### src/rtl/spi_slave_pkg.sv
package spi_slave_pkg;

    typedef enum logic [1:0] {
        ST_IDLE  = 2'd0,
        ST_SHIFT = 2'd1,
        ST_HOLD  = 2'd2
    } xfer_st_e;

    // Serial clock transitions relative to the idle level.
    typedef struct packed {
        logic lead;
        logic trail;
    } sclk_evt_t;

    // Per-edge role once the phase setting is applied.
    typedef struct packed {
        logic cap;
        logic drv;
    } edge_role_t;

    function automatic sclk_evt_t classify_edge(input logic now_lvl,
                                                input logic old_lvl,
                                                input logic idle_lvl);
        sclk_evt_t e;
        e.lead  = (now_lvl != old_lvl) && (now_lvl != idle_lvl);
        e.trail = (now_lvl != old_lvl) && (now_lvl == idle_lvl);
        return e;
    endfunction

    function automatic edge_role_t map_roles(input sclk_evt_t e,
                                             input logic late_sample);
        edge_role_t r;
        if (late_sample) begin
            r.cap = e.trail;
            r.drv = e.lead;
        end else begin
            r.cap = e.lead;
            r.drv = e.trail;
        end
        return r;
    endfunction

endpackage

### src/rtl/spi_sync.sv
module spi_sync #(
    parameter int       W       = 3,
    parameter int       STAGES  = 2,
    parameter logic [W-1:0] RST_VAL = '0
) (
    input  logic         clk,
    input  logic         rst,
    input  logic [W-1:0] d,
    output logic [W-1:0] q
);
    logic [W-1:0] chain [STAGES];

    always_ff @(posedge clk) begin
        if (rst) chain[0] <= RST_VAL;
        else     chain[0] <= d;
    end

    for (genvar g = 1; g < STAGES; g++) begin : g_stage
        always_ff @(posedge clk) begin
            if (rst) chain[g] <= RST_VAL;
            else     chain[g] <= chain[g-1];
        end
    end

    assign q = chain[STAGES-1];
endmodule

### src/rtl/spi_evt.sv
module spi_evt
    import spi_slave_pkg::*;
(
    input  logic       clk,
    input  logic       rst,
    input  logic       sclk_s,
    input  logic       ss_s,
    input  logic       cpol,
    input  logic       cpha,
    output edge_role_t roles,
    output logic       ss_fall
);
    logic sclk_old;
    logic ss_old;
    sclk_evt_t evt;

    always_ff @(posedge clk) begin
        if (rst) begin
            sclk_old <= 1'b0;
            ss_old   <= 1'b1;
        end else begin
            sclk_old <= sclk_s;
            ss_old   <= ss_s;
        end
    end

    always_comb begin
        evt     = classify_edge(sclk_s, sclk_old, cpol);
        roles   = map_roles(evt, cpha);
        ss_fall = ss_old && !ss_s;
    end
endmodule

### src/rtl/spi_txbuf.sv
module spi_txbuf #(
    parameter int DATA_W = 8
) (
    input  logic              clk,
    input  logic              rst,
    input  logic              wr,
    input  logic [DATA_W-1:0] wdata,
    input  logic              load,
    output logic [DATA_W-1:0] hold,
    output logic              empty
);
    always_ff @(posedge clk) begin
        if (rst) begin
            hold  <= '0;
            empty <= 1'b1;
        end else if (wr) begin
            hold  <= wdata;
            empty <= 1'b0;
        end else if (load) begin
            empty <= 1'b1;
        end
    end
endmodule

### src/rtl/spi_core.sv
module spi_core
    import spi_slave_pkg::*;
#(
    parameter int DATA_W = 8,
    localparam int CW    = $clog2(DATA_W)
) (
    input  logic              clk,
    input  logic              rst,
    input  logic              cpha,
    input  logic              ss_s,
    input  logic              ss_fall,
    input  edge_role_t        roles,
    input  logic              mosi_s,
    input  logic [DATA_W-1:0] hold,
    input  logic              rx_rd,
    output logic              load,
    output logic              byte_done,
    output logic [CW-1:0]     bit_cnt,
    output logic              miso_bit,
    output logic              miso_oe,
    output logic [DATA_W-1:0] rx_data,
    output logic              rx_full
);
    localparam logic [CW-1:0] LAST = CW'(DATA_W - 1);

    xfer_st_e          st;
    logic [DATA_W-1:0] tx_sh;
    logic [DATA_W-1:0] rx_sh;
    logic              cap_ev;
    logic              drv_ev;

    assign cap_ev    = (st == ST_SHIFT) && !ss_s && roles.cap;
    assign drv_ev    = (st == ST_SHIFT) && !ss_s && roles.drv;
    assign byte_done = cap_ev && (bit_cnt == LAST);
    assign load      = ((st == ST_IDLE) && ss_fall && !cpha) ||
                       (drv_ev && cpha && (bit_cnt == '0));
    assign miso_oe   = !ss_s && (st != ST_IDLE);

    always_ff @(posedge clk) begin
        if (rst) begin
            st       <= ST_IDLE;
            bit_cnt  <= '0;
            tx_sh    <= '0;
            rx_sh    <= '0;
            miso_bit <= 1'b0;
            rx_data  <= '0;
            rx_full  <= 1'b0;
        end else begin
            if (byte_done)  rx_full <= 1'b1;
            else if (rx_rd) rx_full <= 1'b0;

            if (byte_done) rx_data <= {rx_sh[DATA_W-2:0], mosi_s};

            if (ss_s) begin
                st      <= ST_IDLE;
                bit_cnt <= '0;
            end else begin
                case (st)
                    ST_IDLE: begin
                        if (ss_fall) begin
                            st      <= ST_SHIFT;
                            bit_cnt <= '0;
                        end
                    end
                    ST_SHIFT: begin
                        if (cap_ev) begin
                            rx_sh <= {rx_sh[DATA_W-2:0], mosi_s};
                            if (bit_cnt == LAST) begin
                                bit_cnt <= '0;
                                st      <= cpha ? ST_SHIFT : ST_HOLD;
                            end else begin
                                bit_cnt <= bit_cnt + 1'b1;
                            end
                        end
                    end
                    ST_HOLD: ;
                    default: st <= ST_IDLE;
                endcase
            end

            if (load) begin
                tx_sh    <= hold;
                miso_bit <= hold[DATA_W-1];
            end else if (drv_ev) begin
                tx_sh    <= {tx_sh[DATA_W-2:0], 1'b0};
                miso_bit <= tx_sh[DATA_W-2];
            end
        end
    end
endmodule

### src/rtl/spi_slave_buf.sv
module spi_slave_buf
    import spi_slave_pkg::*;
#(
    parameter int DATA_W      = 8,
    parameter int SYNC_STAGES = 2,
    localparam int CW         = $clog2(DATA_W)
) (
    input  logic              clk,
    input  logic              rst,
    input  logic              cfg_cpol,
    input  logic              cfg_cpha,
    input  logic              sclk_in,
    input  logic              ss_n_in,
    input  logic              mosi_in,
    output logic              miso_o,
    output logic              miso_oe,
    input  logic              tx_wr,
    input  logic [DATA_W-1:0] tx_data,
    output logic              tx_empty,
    input  logic              rx_rd,
    output logic [DATA_W-1:0] rx_data,
    output logic              rx_full
);
    logic [2:0]        sync_q;
    logic              sclk_s;
    logic              ss_s;
    logic              mosi_s;
    edge_role_t        roles;
    logic              ss_fall;
    logic              load;
    logic              byte_done;
    logic [CW-1:0]     bit_cnt;
    logic [DATA_W-1:0] hold;

    spi_sync #(
        .W       (3),
        .STAGES  (SYNC_STAGES),
        .RST_VAL (3'b010)
    ) u_sync (
        .clk (clk),
        .rst (rst),
        .d   ({sclk_in, ss_n_in, mosi_in}),
        .q   (sync_q)
    );

    assign sclk_s = sync_q[2];
    assign ss_s   = sync_q[1];
    assign mosi_s = sync_q[0];

    spi_evt u_evt (
        .clk     (clk),
        .rst     (rst),
        .sclk_s  (sclk_s),
        .ss_s    (ss_s),
        .cpol    (cfg_cpol),
        .cpha    (cfg_cpha),
        .roles   (roles),
        .ss_fall (ss_fall)
    );

    spi_txbuf #(.DATA_W(DATA_W)) u_txbuf (
        .clk   (clk),
        .rst   (rst),
        .wr    (tx_wr),
        .wdata (tx_data),
        .load  (load),
        .hold  (hold),
        .empty (tx_empty)
    );

    spi_core #(.DATA_W(DATA_W)) u_core (
        .clk       (clk),
        .rst       (rst),
        .cpha      (cfg_cpha),
        .ss_s      (ss_s),
        .ss_fall   (ss_fall),
        .roles     (roles),
        .mosi_s    (mosi_s),
        .hold      (hold),
        .rx_rd     (rx_rd),
        .load      (load),
        .byte_done (byte_done),
        .bit_cnt   (bit_cnt),
        .miso_bit  (miso_o),
        .miso_oe   (miso_oe),
        .rx_data   (rx_data),
        .rx_full   (rx_full)
    );
endmodule

### config.mk
export PLATFORM = sky130hd
export DESIGN_NAME = spi_slave_buf
export DESIGN_NICKNAME = d
export VERILOG_FILES = /design/src/rtl/spi_slave_pkg.sv /design/src/rtl/spi_sync.sv /design/src/rtl/spi_evt.sv /design/src/rtl/spi_txbuf.sv /design/src/rtl/spi_core.sv /design/src/rtl/spi_slave_buf.sv
export SDC_FILE = /design/constraint.sdc
export NUM_CORES = 1
export LEC_CHECK = 0
export BUFFER_PORTS_ARGS = -buffer_cell sky130_fd_sc_hd__buf_2
export CORE_UTILIZATION = 56
export DETAILED_ROUTE_END_ITERATION = 8
export PLACE_DENSITY = 0.78
export SLEW_MARGIN = 5
export SYNTH_ARGS = -nofsm -noshare
export SYNTH_HDL_FRONTEND = slang
export SYNTH_SLANG_ARGS = --single-unit
### constraint.sdc
create_clock -name clk -period 2.6 [get_ports clk]
set_clock_uncertainty 0.2 [all_clocks]
set_input_delay 0.13 -clock clk [delete_from_list [all_inputs] [get_ports clk]]
set_output_delay 0.13 -clock clk [all_outputs]
set_load 0.05 [all_outputs]
# ---- Yosys cells after proc, flatten, opt, wreduce, memory -nomap -nowiden
# Memory sizes are Yosys's and may differ from the RTL's.
# Index checks and enable logic that the tools add are counted.
# Widths: inputs -> output; s select.
dict set report classes {
  addsub 1
  eq_ne 9
  muxes 23
  bitwise_logic 4
  n_reduce_logical 26
}
# operator count
set ops {}
lappend ops {{$mux 3} 5}
lappend ops {{$mux 7} 2}
lappend ops {{$logic_and 1x1->1} 12}
lappend ops {{$mux 2} 5}
lappend ops {{$reduce_bool 2->1} 5}
lappend ops {{$mux 1} 9}
lappend ops {{$pmux 2 s3} 1}
lappend ops {{$pmux 3 s2} 1}
lappend ops {{$reduce_and 3->1} 2}
lappend ops {{$ne 2x1->1 const B} 2}
lappend ops {{$reduce_and 4->1} 1}
lappend ops {{$add 3x1->3 const B} 1}
lappend ops {{$eq 3x3->1 const B} 1}
lappend ops {{$logic_not 3->1} 1}
lappend ops {{$eq 2x1->1 const B} 1}
lappend ops {{$eq 2x2->1 const B} 1}
lappend ops {{$logic_not 1->1} 2}
lappend ops {{$logic_not 2->1} 1}
lappend ops {{$ne 1x1->1} 2}
lappend ops {{$ne 2x2->1 const B} 1}
lappend ops {{$not 1->1} 2}
lappend ops {{$or 1x1->1} 2}
lappend ops {{$reduce_or 2->1} 1}
lappend ops {{$eq 1x1->1} 1}
lappend ops {{$logic_or 1x1->1} 1}
dict set report totals {
  ff_bits 40
  mem_bits_rw 6
  inputBits 17
  out_inout_bits 12
  elab_cells 75
  n_memories 1
}
# name words word_bits read_ports rd_ports_with_merged_regs write_ports line_no
set mem_list {}
lappend mem_list {u_sync.chain 2 3 2 0 2 spi_sync.sv:11} ;# logic [W-1:0] chain [STAGES];

# ---- Logic depth before layout (Yosys ltp)
# Gate-level depths: netlist of run 1.
# An unclocked memory read counts as a cell.
dict set report logic_depth {
  depth_word 10
  mapped_depth 6
  depth_no_buf 5
}

# ---- Cells and area by module
# Synthesis of run 1 repeated with hierarchy kept, for this count alone.
dict set report hier_totals {
  hier_cells 189
  hier_area_um2 1894.3
}
# mod n_inst cells_per_inst area_per_inst_um2 seq_area_each_um2
set by_module_without_submodules {}
lappend by_module_without_submodules {spi_core 1 138 1311.3 580.6}
lappend by_module_without_submodules {spi_txbuf 1 29 317.8 180.2}
lappend by_module_without_submodules {spi_sync 1 12 157.7 120.1}
lappend by_module_without_submodules {spi_evt 1 10 107.6 40.0}

# ---- Least setup slack after synthesis of run 1
# Ideal clock, no wire load.
dict set report synth_path {
  path_kind {register to register}
  from {register u_core.st[0]}
  to {register u_core.miso_bit}
  arrival_time_ns 1.512
  t_required_ns 2.309
  setup_slack_ns 0.798
  path_stages_with_launch 6
  n_path_buf 1
  path_cell_list {dfxtp_1 > nor3b_4 > o2111ai_4 > and2_1 > buf_2 > a311oi_1}
}
dict set report synth_via {
  elab_chain_cells 7
  word_cells_on_any_way 11
  cone_classes {1 x eq/ne; 1 x mux; 9 x reduce/logical}
}
# item line_no
set synth_rtl {}
lappend synth_rtl {{from (decl)} spi_core.sv:26} ;# xfer_st_e st;
lappend synth_rtl {{from (signal assigned)} spi_core.sv:70} ;# st <= cpha ? ST_SHIFT : ST_HOLD;
lappend synth_rtl {{$eq 2x1->1} spi_core.sv:33} ;# assign drv_ev = (st == ST_SHIFT) && !ss_s && roles.drv;
lappend synth_rtl {{$logic_and 1x1->1 (2 in series)} spi_core.sv:33}
lappend synth_rtl {{$logic_and 1x1->1 (2 in series)} spi_core.sv:36} ;# (drv_ev && cpha && (bit_cnt == '0));
lappend synth_rtl {{$logic_or 1x1->1} spi_core.sv:35} ;# assign load = ((st == ST_IDLE) && ss_fall && !cpha) ||
lappend synth_rtl {{$mux 1 / $reduce_bool 2->1 (equally long branches)} --}
lappend synth_rtl {{to (signal assigned)} spi_core.sv:83} ;# miso_bit <= hold[DATA_W-1];
lappend synth_rtl {{to (signal assigned)} spi_core.sv:86} ;# miso_bit <= tx_sh[DATA_W-2];
lappend synth_rtl {{to (decl)} spi_core.sv:19} ;# output logic miso_bit,
# Parallel ways exist; a longest one is shown, timed or not.
# A chain may end at the register's enable or synchronous reset.

# ---- Worst setup path after layout of run 1
dict set report layout_path {
  from {input cfg_cpha}
  to {register u_core.tx_sh[1]}
}
dict set report layout_via {
  elab_chain_cells 6
  word_cells_on_any_way 9
  cone_classes {2 x mux; 7 x reduce/logical}
}
# item line_no
set layout_rtl {}
lappend layout_rtl {{from (decl)} spi_slave_buf.sv:11} ;# input logic cfg_cpha,
lappend layout_rtl {{$mux 2} spi_slave_pkg.sv:33} ;# if (late_sample) begin
lappend layout_rtl {{$logic_and 1x1->1} spi_core.sv:33}
lappend layout_rtl {{$logic_and 1x1->1 (2 in series)} spi_core.sv:36}
lappend layout_rtl {{$logic_or 1x1->1} spi_core.sv:35}
lappend layout_rtl {{$mux 7 / $reduce_bool 2->1 (equally long branches)} --}
lappend layout_rtl {{to (signal assigned)} spi_core.sv:82} ;# tx_sh <= hold;
lappend layout_rtl {{to (signal assigned)} spi_core.sv:85} ;# tx_sh <= {tx_sh[DATA_W-2:0], 1'b0};
lappend layout_rtl {{to (decl)} spi_core.sv:27} ;# logic [DATA_W-1:0] tx_sh;
# Parallel ways exist; a longest one is shown, timed or not.

==> results of run 1 <==
[critical path, cell delays in order]
cell and delay (ns):
dlygate4sd3_1 0.54, buf_2 0.17, xnor2_1 0.30, mux2i_1 0.58
o21ai_0 0.21, a311oi_2 0.27
[cell usage in the layout (no fill, tap or decap), types with 9 or more instances in the layout]
cell type,n
nor2b_1,9
o21ai_0,16
a21oi_1,24
nand4_1,9
nand3_1,18
nor2_1,15
buf_2,28
dfxtp_1,46
mux2i_1,13
dlygate4sd3_1,21
[final timing paths]
| path | start | to | slack (ns) | cells after the start |
|---|---|---|---|---|
| setup / recovery | cfg_cpha | u_core.tx_sh[1]$_SDFFE_PP0P_ | 0.47 | 6 |
| setup reg to reg | u_core.bit_cnt[1]$_SDFFE_PP0P_ | u_core.st[0]$_SDFFE_PP0P_ | 0.58 | 5 |
| hold / removal | rst | u_txbuf.hold[2]$_SDFFE_PP0P_ | 0.1 | 2 |
| hold reg to reg | u_sync.chain[0][1]$_SDFF_PP1_ | u_sync.chain[1][1]$_SDFF_PP1_ | 0.22 | 1 |
[per-layer routing]
layer,global-route usage,share of wire,wire length [µm]
met2,0.432,0.49,2210
met3,0.0567,0.048,215
met4,0.0857,0.0089,40
met5,0,0,0
met1,0.344,0.45,2040
[kinds of logic after synthesis]
| kind of cell | Yosys count |
|---|---|
| and+or+nand+nor | 71 |
| muxes | 14 |
| buffers and inverters | 20 |
| DFF | 46 |
| adders and majority gates | 3 |
| xor gates and xnor gates | 2 |
| AOI/OAI and AO/OA | 59 |
[cell type report]
class,count,area share
multi-input combinational,149,0.403
sequential,46,0.374
timing repair buffer,54,0.158
tap,46,0.0234
clock buffer,6,0.0168
clock inverter,2,0.0153
inverter,6,0.00916
[flip-flops by register name, indices dropped and copies added (netlist names)]
name             count
u_core.bit_cnt       3
u_evt.ss_old         1
u_core.tx_sh         7
u_txbuf.hold         8
u_sync.chain         6
u_core.rx_full       1
u_evt.sclk_old       1
u_core.miso_bit      1
u_core.rx_data       8
u_core.rx_sh         7
u_txbuf.empty        1
u_core.st            2
[where the power goes]
part	leakage (µW)	internal, µW	switching, µW
clock network	0.0000385	203	237
logic	0.000501	64.1	64.9
registers	0.000375	723	11.9
total	0.000914	990	314
[stage by stage]
step                setup slack, ns  instances  hold slack, ns
finish                        0.472        309          0.0979
global route                  0.328        309           0.102
CTS                           0.550        309          0.0440
detailed placement            0.598        280           0.120
global placement              0.666        280           0.118
floorplan                     0.798        215          0.0338
==> summary.txt, run 1 <==
Run status
  • Outcome: finished clean

Global routing
  • Antenna violations before repair: 0
  • Total track usage: 0.263
  • Pin count of the biggest net entering global routing: 43
  • First-pass GRT wire length: 7270 µm
  • GRT overflow: 0
  • Vias in the first global route: about 1,600

Logic synthesis
  • Post-synth EDFFs: 0
  • Register area share after synthesis: 0.462
  • Post-synthesis mux area share: 0.0722
  • Top-count cell post-synth: dfxtp_1
  • Synth area leaders: dfxtp_1 (46%), mux2i_1 (6.5%), a21oi_1 (6.0%)
  • Synthesized instance count: around 220
  • YS warnings: 0
  • Adder and majority cell fraction of the synthesized area: 0.0188
  • Yosys reg bits: 46
  • Synth top area share: 0.462
  • Post-Syn Area: 1990 µm²
  • Post-Synth XOR/XNOR Area: 0.0126
  • Synth cell count leaders: dfxtp_1 (46), a21oi_1 (24), nand3_1 (18), o21ai_0 (16), nor2_1 (15)
  • Fraction of registers with async set/reset: 0
  • Combinational family with the most area after synthesis: compound AO/OA/AOI/OAI gates
  • Synth unique cells: 33
  • Post-Syn Nets: between 200 and 250
  • Synth Flop Type: dfxtp_1
  • Synth Area in Compound Gates: 0.199
  • Mean area per synthesized cell: 9.26 µm²
  • Post-Synth Simple-Gate Area: 0.195
  • Dominant cell type by area after synthesis: dfxtp_1

Power and ir drop
  • Tot Pwr: between 1000 and 1500 µW
  • P per Cell Area: 530 nW/µm²
  • Leakage power: 0.000914 µW
  • VDD IR max: 0.000360 V

STA
  • Final setup fails: 0
  • Fmax: 470 MHz
  • Total negative slack: 0 ns
  • Fin crit share: 0.818
  • Final count of hold timing violations: 0
  • Slew @ Worst Pin: 0.733 ns
  • RSZ-0062 raised after global routing: false
  • Fin. max-slew vios: 0
  • Tmin final: 2.13 ns
  • Slew headroom: 0.511

Cells and area
  • Multi-input logic area: 992 µm²
  • Fill cells: approximately 270
  • # nets final: roughly 280
  • Register Area: 921 µm²
  • Area Growth Syn to Fin: 23.5%
  • Final design utilization: 0.731
  • Layout cells sized above 1: 0.186
  • Fin area: 2460 µm²
  • Diodes inserted: 0

Clock tree
  • Post-CTS sizing: 0
  • # Post-CTS Setup Buffers: 0
  • H-tree lvl count: 2
  • CTS Buf Count: 5
  • Clock-pin slew of the registers on the worst-case setup and hold paths: between 0.1 and 0.15 ns
  • Worst-Skew Late Latency: between 0.3 and 0.4 ns
  • Clock Sinks: 46
  • CTS Buffer Depth: 2
  • Root Driver: clkbuf_4
  • TritonCTS clock tree: done
  • Post-CTS Hold Buffers: 21

Floorplan
  • Die height: roughly 62 µm
  • Die ar.: 3800 µm²
  • Ports: 29
  • Core area: 3360 µm²
  • Row count: 21
  • Die Wd: just over 60 µm
  • Starting Density: 0.592

Route
  • Via density: 5.73
  • Total routed wirelength: 4510 µm
  • Initial drt markers: 152
  • Wire per inst: 14.6 µm
  • Pre-antenna DRT Iters: 4
  • Post-route ant nets: 0
  • DRC Markers: 0
  • Routed via count: 1,771

Critical path
  • Setup crit start kind: input pin
  • Crit path DAT: 2.21 ns
  • Worst Path Max Fanout: 8
  • Worst EP required: 2.68 ns
  • Critical path type: input pin to flip-flop
  • Endpoint type of the worst setup path: flip-flop

Place
  • DP HPWL: 2570 µm
  • Placer congestion estimate: 0.808
  • Port-buffer cells: 28
  • Cell area after placement: 2170 µm²

Min path
  • Type of the worst min-delay path: input pin to flip-flop

Run
  • Max Cap Viol: 0
(Power assumes the default switching activity.)
==> inputs of run 2 (changes only) <==
- CORE_UTILIZATION: 56 -> 50
- PLACE_DENSITY: 0.78 -> 0.74
- clock period: 2.6 -> 1.9 ns (I/O delays scaled with it)
==> run 2 against run 1 <==
  * Worst hold slack worse by 0.082 ns
  * Clock power grew 38%
  * Total power is 36% higher
  * Critical endpoint is now u_core.tx_sh[4]$_SDFFE_PP0P_
  * Critical path depth fell by 2
  * Sequential cell count stayed put
  * Final area rose by 0.61%
  * Sequential share of layout area down 0.23 points
==> summary.txt, run 2 (synthesis results as in run 1) <==
STA
  • Slew @ Worst Pin: 0.381 ns (was 0.733 ns)
  • Fin. max-slew vios: 0 (unchanged)
  • RSZ-0062 raised after global routing: false (unchanged)
  • Total negative slack: 0 ns (unchanged)
  • Tmin final: around 1.7 ns
  • Hold slack: 0.0157 ns (was 0.0979 ns)
  • Final setup fails: 0 (unchanged)
  • Final count of hold timing violations: 0 (unchanged)
  • Fin crit share: 0.911
  • Slew headroom: 0.746 (was 0.511)
  • Fmax: around 580 MHz

Cells and area
  • Layout cells sized above 1: 0.215 (was 0.186)
  • Diodes inserted: 0 (unchanged)
  • Commonest non-fill, non-tap cell in the layout: dfxtp_1 (unchanged)
  • Most frequent cells in the layout: dfxtp_1 (46), buf_2 (28), a21oi_1 (24), nand3_1 (18), o21ai_0 (16) (was dfxtp_1 (46), buf_2 (28), a21oi_1 (24), dlygate4sd3_1 (21), nand3_1 (18))
  • Area Growth Syn to Fin: 24.2% (was 23.5%)
  • # nets final: 284 (was 282)
  • Biggest regs: u_core.rx_data: 8 flops, u_txbuf.hold: 8 flops (unchanged)

Critical path
  • Crit path max-delay cell type: dfxtp_1 (was mux2i_1)
  • Endpoint type of the worst setup path: flip-flop (unchanged)
  • Crit-path cells: nor3b_1 -> o2111ai_4 -> and2_1 -> a311oi_1 (was dlygate4sd3_1 -> buf_2 -> xnor2_1 -> mux2i_1 -> o21ai_0 -> a311oi_2)
  • Crit path max-delay family: simple AND/OR/NAND/NOR gates (was buffers and inverters)
  • Setup crit start kind: flip-flop (was input pin)
  • Critical path type: flip-flop to flip-flop (was input pin to flip-flop)
  • Worst EP required: 1.90 ns (was 2.68 ns)
  • Crit path DAT: 1.74 ns (was 2.21 ns)
  • Crit path largest cell delay: 0.40 ns (was 0.58 ns)
  • Worst Path Max Fanout: 8 (unchanged)
  • Number of buffers and inverters on the critical path: 0 (was 2)

Route
  • Wire per inst: 13.6 µm (was 14.6 µm)
  • Post-route ant nets: 0 (unchanged)
  • Initial drt markers: 91 (was 152)
  • Total routed wirelength: 4250 µm (was 4510 µm)
  • Pre-antenna DRT Iters: 4 (unchanged)
  • Via density: 5.52 (was 5.73)
  • DRC Markers: 0 (unchanged)
  • Routed via count: 1,728 (was 1,771)

Clock tree
  • # Post-CTS Setup Buffers: 0 (unchanged)
  • TritonCTS clock tree: done (unchanged)
  • H-tree lvl count: 2 (unchanged)
  • Clock-pin slew of the registers on the worst-case setup and hold paths: 0.08 ns (was 0.14 ns)
  • Clock Sinks: 46 (unchanged)
  • CTS Buffer Depth: 2 (unchanged)
  • Root Driver: clkbuf_8 (was clkbuf_4)
  • Worst-Skew Late Latency: 0.30 ns (was 0.36 ns)
  • CTS Buf Count: 5 (unchanged)

Floorplan
  • Starting Density: 0.532 (was 0.592)
  • Die ar.: 4240 µm² (was 3800 µm²)
  • Die height: 65.1 µm (was 61.6 µm)
  • Die Wd: 65.1 µm (was 61.6 µm)
  • Core area: 3740 µm² (was 3360 µm²)
  • Ports: 29 (unchanged)
  • Row count: 22 (was 21)

Min path
  • Type of the worst min-delay path: input pin to flip-flop (unchanged)

Power and ir drop
  • P per Cell Area: 717 nW/µm² (was 530 nW/µm²)
  • Leakage power: 0.000949 µW (was 0.000914 µW)
  • VDD IR max: 0.000549 V (was 0.000360 V)

Global routing
  • Vias in the first global route: 1,668 (was 1,607)
  • GRT overflow: 0 (unchanged)
  • Antenna violations before repair: 0 (unchanged)
  • First-pass GRT wire length: 7200 µm (was 7270 µm)
  • Pin count of the biggest net entering global routing: 27 (was 43)
  • Total track usage: 0.220 (was 0.263)

Run status
  • Outcome: finished clean (unchanged)

Place
  • Placer congestion estimate: 0.853 (was 0.808)
  • Port-buffer cells: 28 (unchanged)
  • DP HPWL: 2710 µm (was 2570 µm)

Run
  • Max Cap Viol: 0 (unchanged)
-- run 2: changes by cell type in the layout (fill, tap and decap cells not counted) --
cell	change
clkbuf_8	+6
bufinv_16	-1
clkinv_2	+1
dlygate4sd3_1	-6
buf_4	+8
clkbuf_4	-5
clkinvlp_4	-1
-- run 2: per-layer routing --
layer / vias up / track usage / wire [µm] / share of wire
li1: 878 / - / - / -
met1: 804 / 0.263 / 2010 / 0.47
met2: 38 / 0.387 / 2020 / 0.48
met3: 8 / 0.0486 / 158 / 0.037
met4: 0 / 0.0734 / 64 / 0.015
met5: - / 0 / 0 / 0
-- run 2: power by group --
part / leakage, µW / internal [µW] / switching, µW
registers: 0.000375 / 988 / 13.5
clock network: 0.0000482 / 293 / 316
logic: 0.000527 / 79.0 / 85.1
-- run 2: area by class of cell --
class                   instances  area (µm²)
repair buffers                 56         388
clock inverters                 1        5.00
flip-flops and latches         46         921
inverters                       6        22.5
fillers                       326        1270
multi-input cells             149         992
well taps                      48        60.1
clock buffers                   7        86.3
-- run 2: path summary, 6_finish.rpt --
kind                                                     from  slack [ns]                            end  cells past startpoint
worst max-delay path            u_sync.chain[1][2]$_SDFF_PP0_        0.17   u_core.tx_sh[4]$_SDFFE_PP0P_                      4
worst min-delay path                                    tx_wr        0.02   u_txbuf.hold[0]$_SDFFE_PP0P_                      3
worst max register to register  u_sync.chain[1][2]$_SDFF_PP0_        0.17   u_core.tx_sh[4]$_SDFFE_PP0P_                      4
worst min register to register  u_sync.chain[0][1]$_SDFF_PP1_        0.21  u_sync.chain[1][1]$_SDFF_PP1_                      1
-- run 2: worst register-to-register path, cell delays in order (launching register included) --
cell	delay [ns]
dfxtp_1	0.40
nor3b_1	0.35
o2111ai_4	0.13
and2_1	0.27
a311oi_1	0.28
-- run 2: metrics by stage --
stage          total power [µW]  setup WS, ns  instances   util  area, µm²
5_1_grt                    1840        0.0116        313  0.661       2470
6_report                   1770         0.168        313  0.661       2470
2_1_floorplan              1110        0.0975        215      -       1990
4_1_cts                    1780         0.159        313  0.661       2470
3_3_place_gp               1160         0.226        290  0.597       2230
3_5_place_dp               1160         0.173        290  0.597       2230
-- run 2: what timing repair did --
| item | CTS | global route |
|---|---|---|
| endpoints found under the hold margin | 21 | 0 |
| hold buffers | 15 | 0 |
| resized for setup | 0 | 0 |
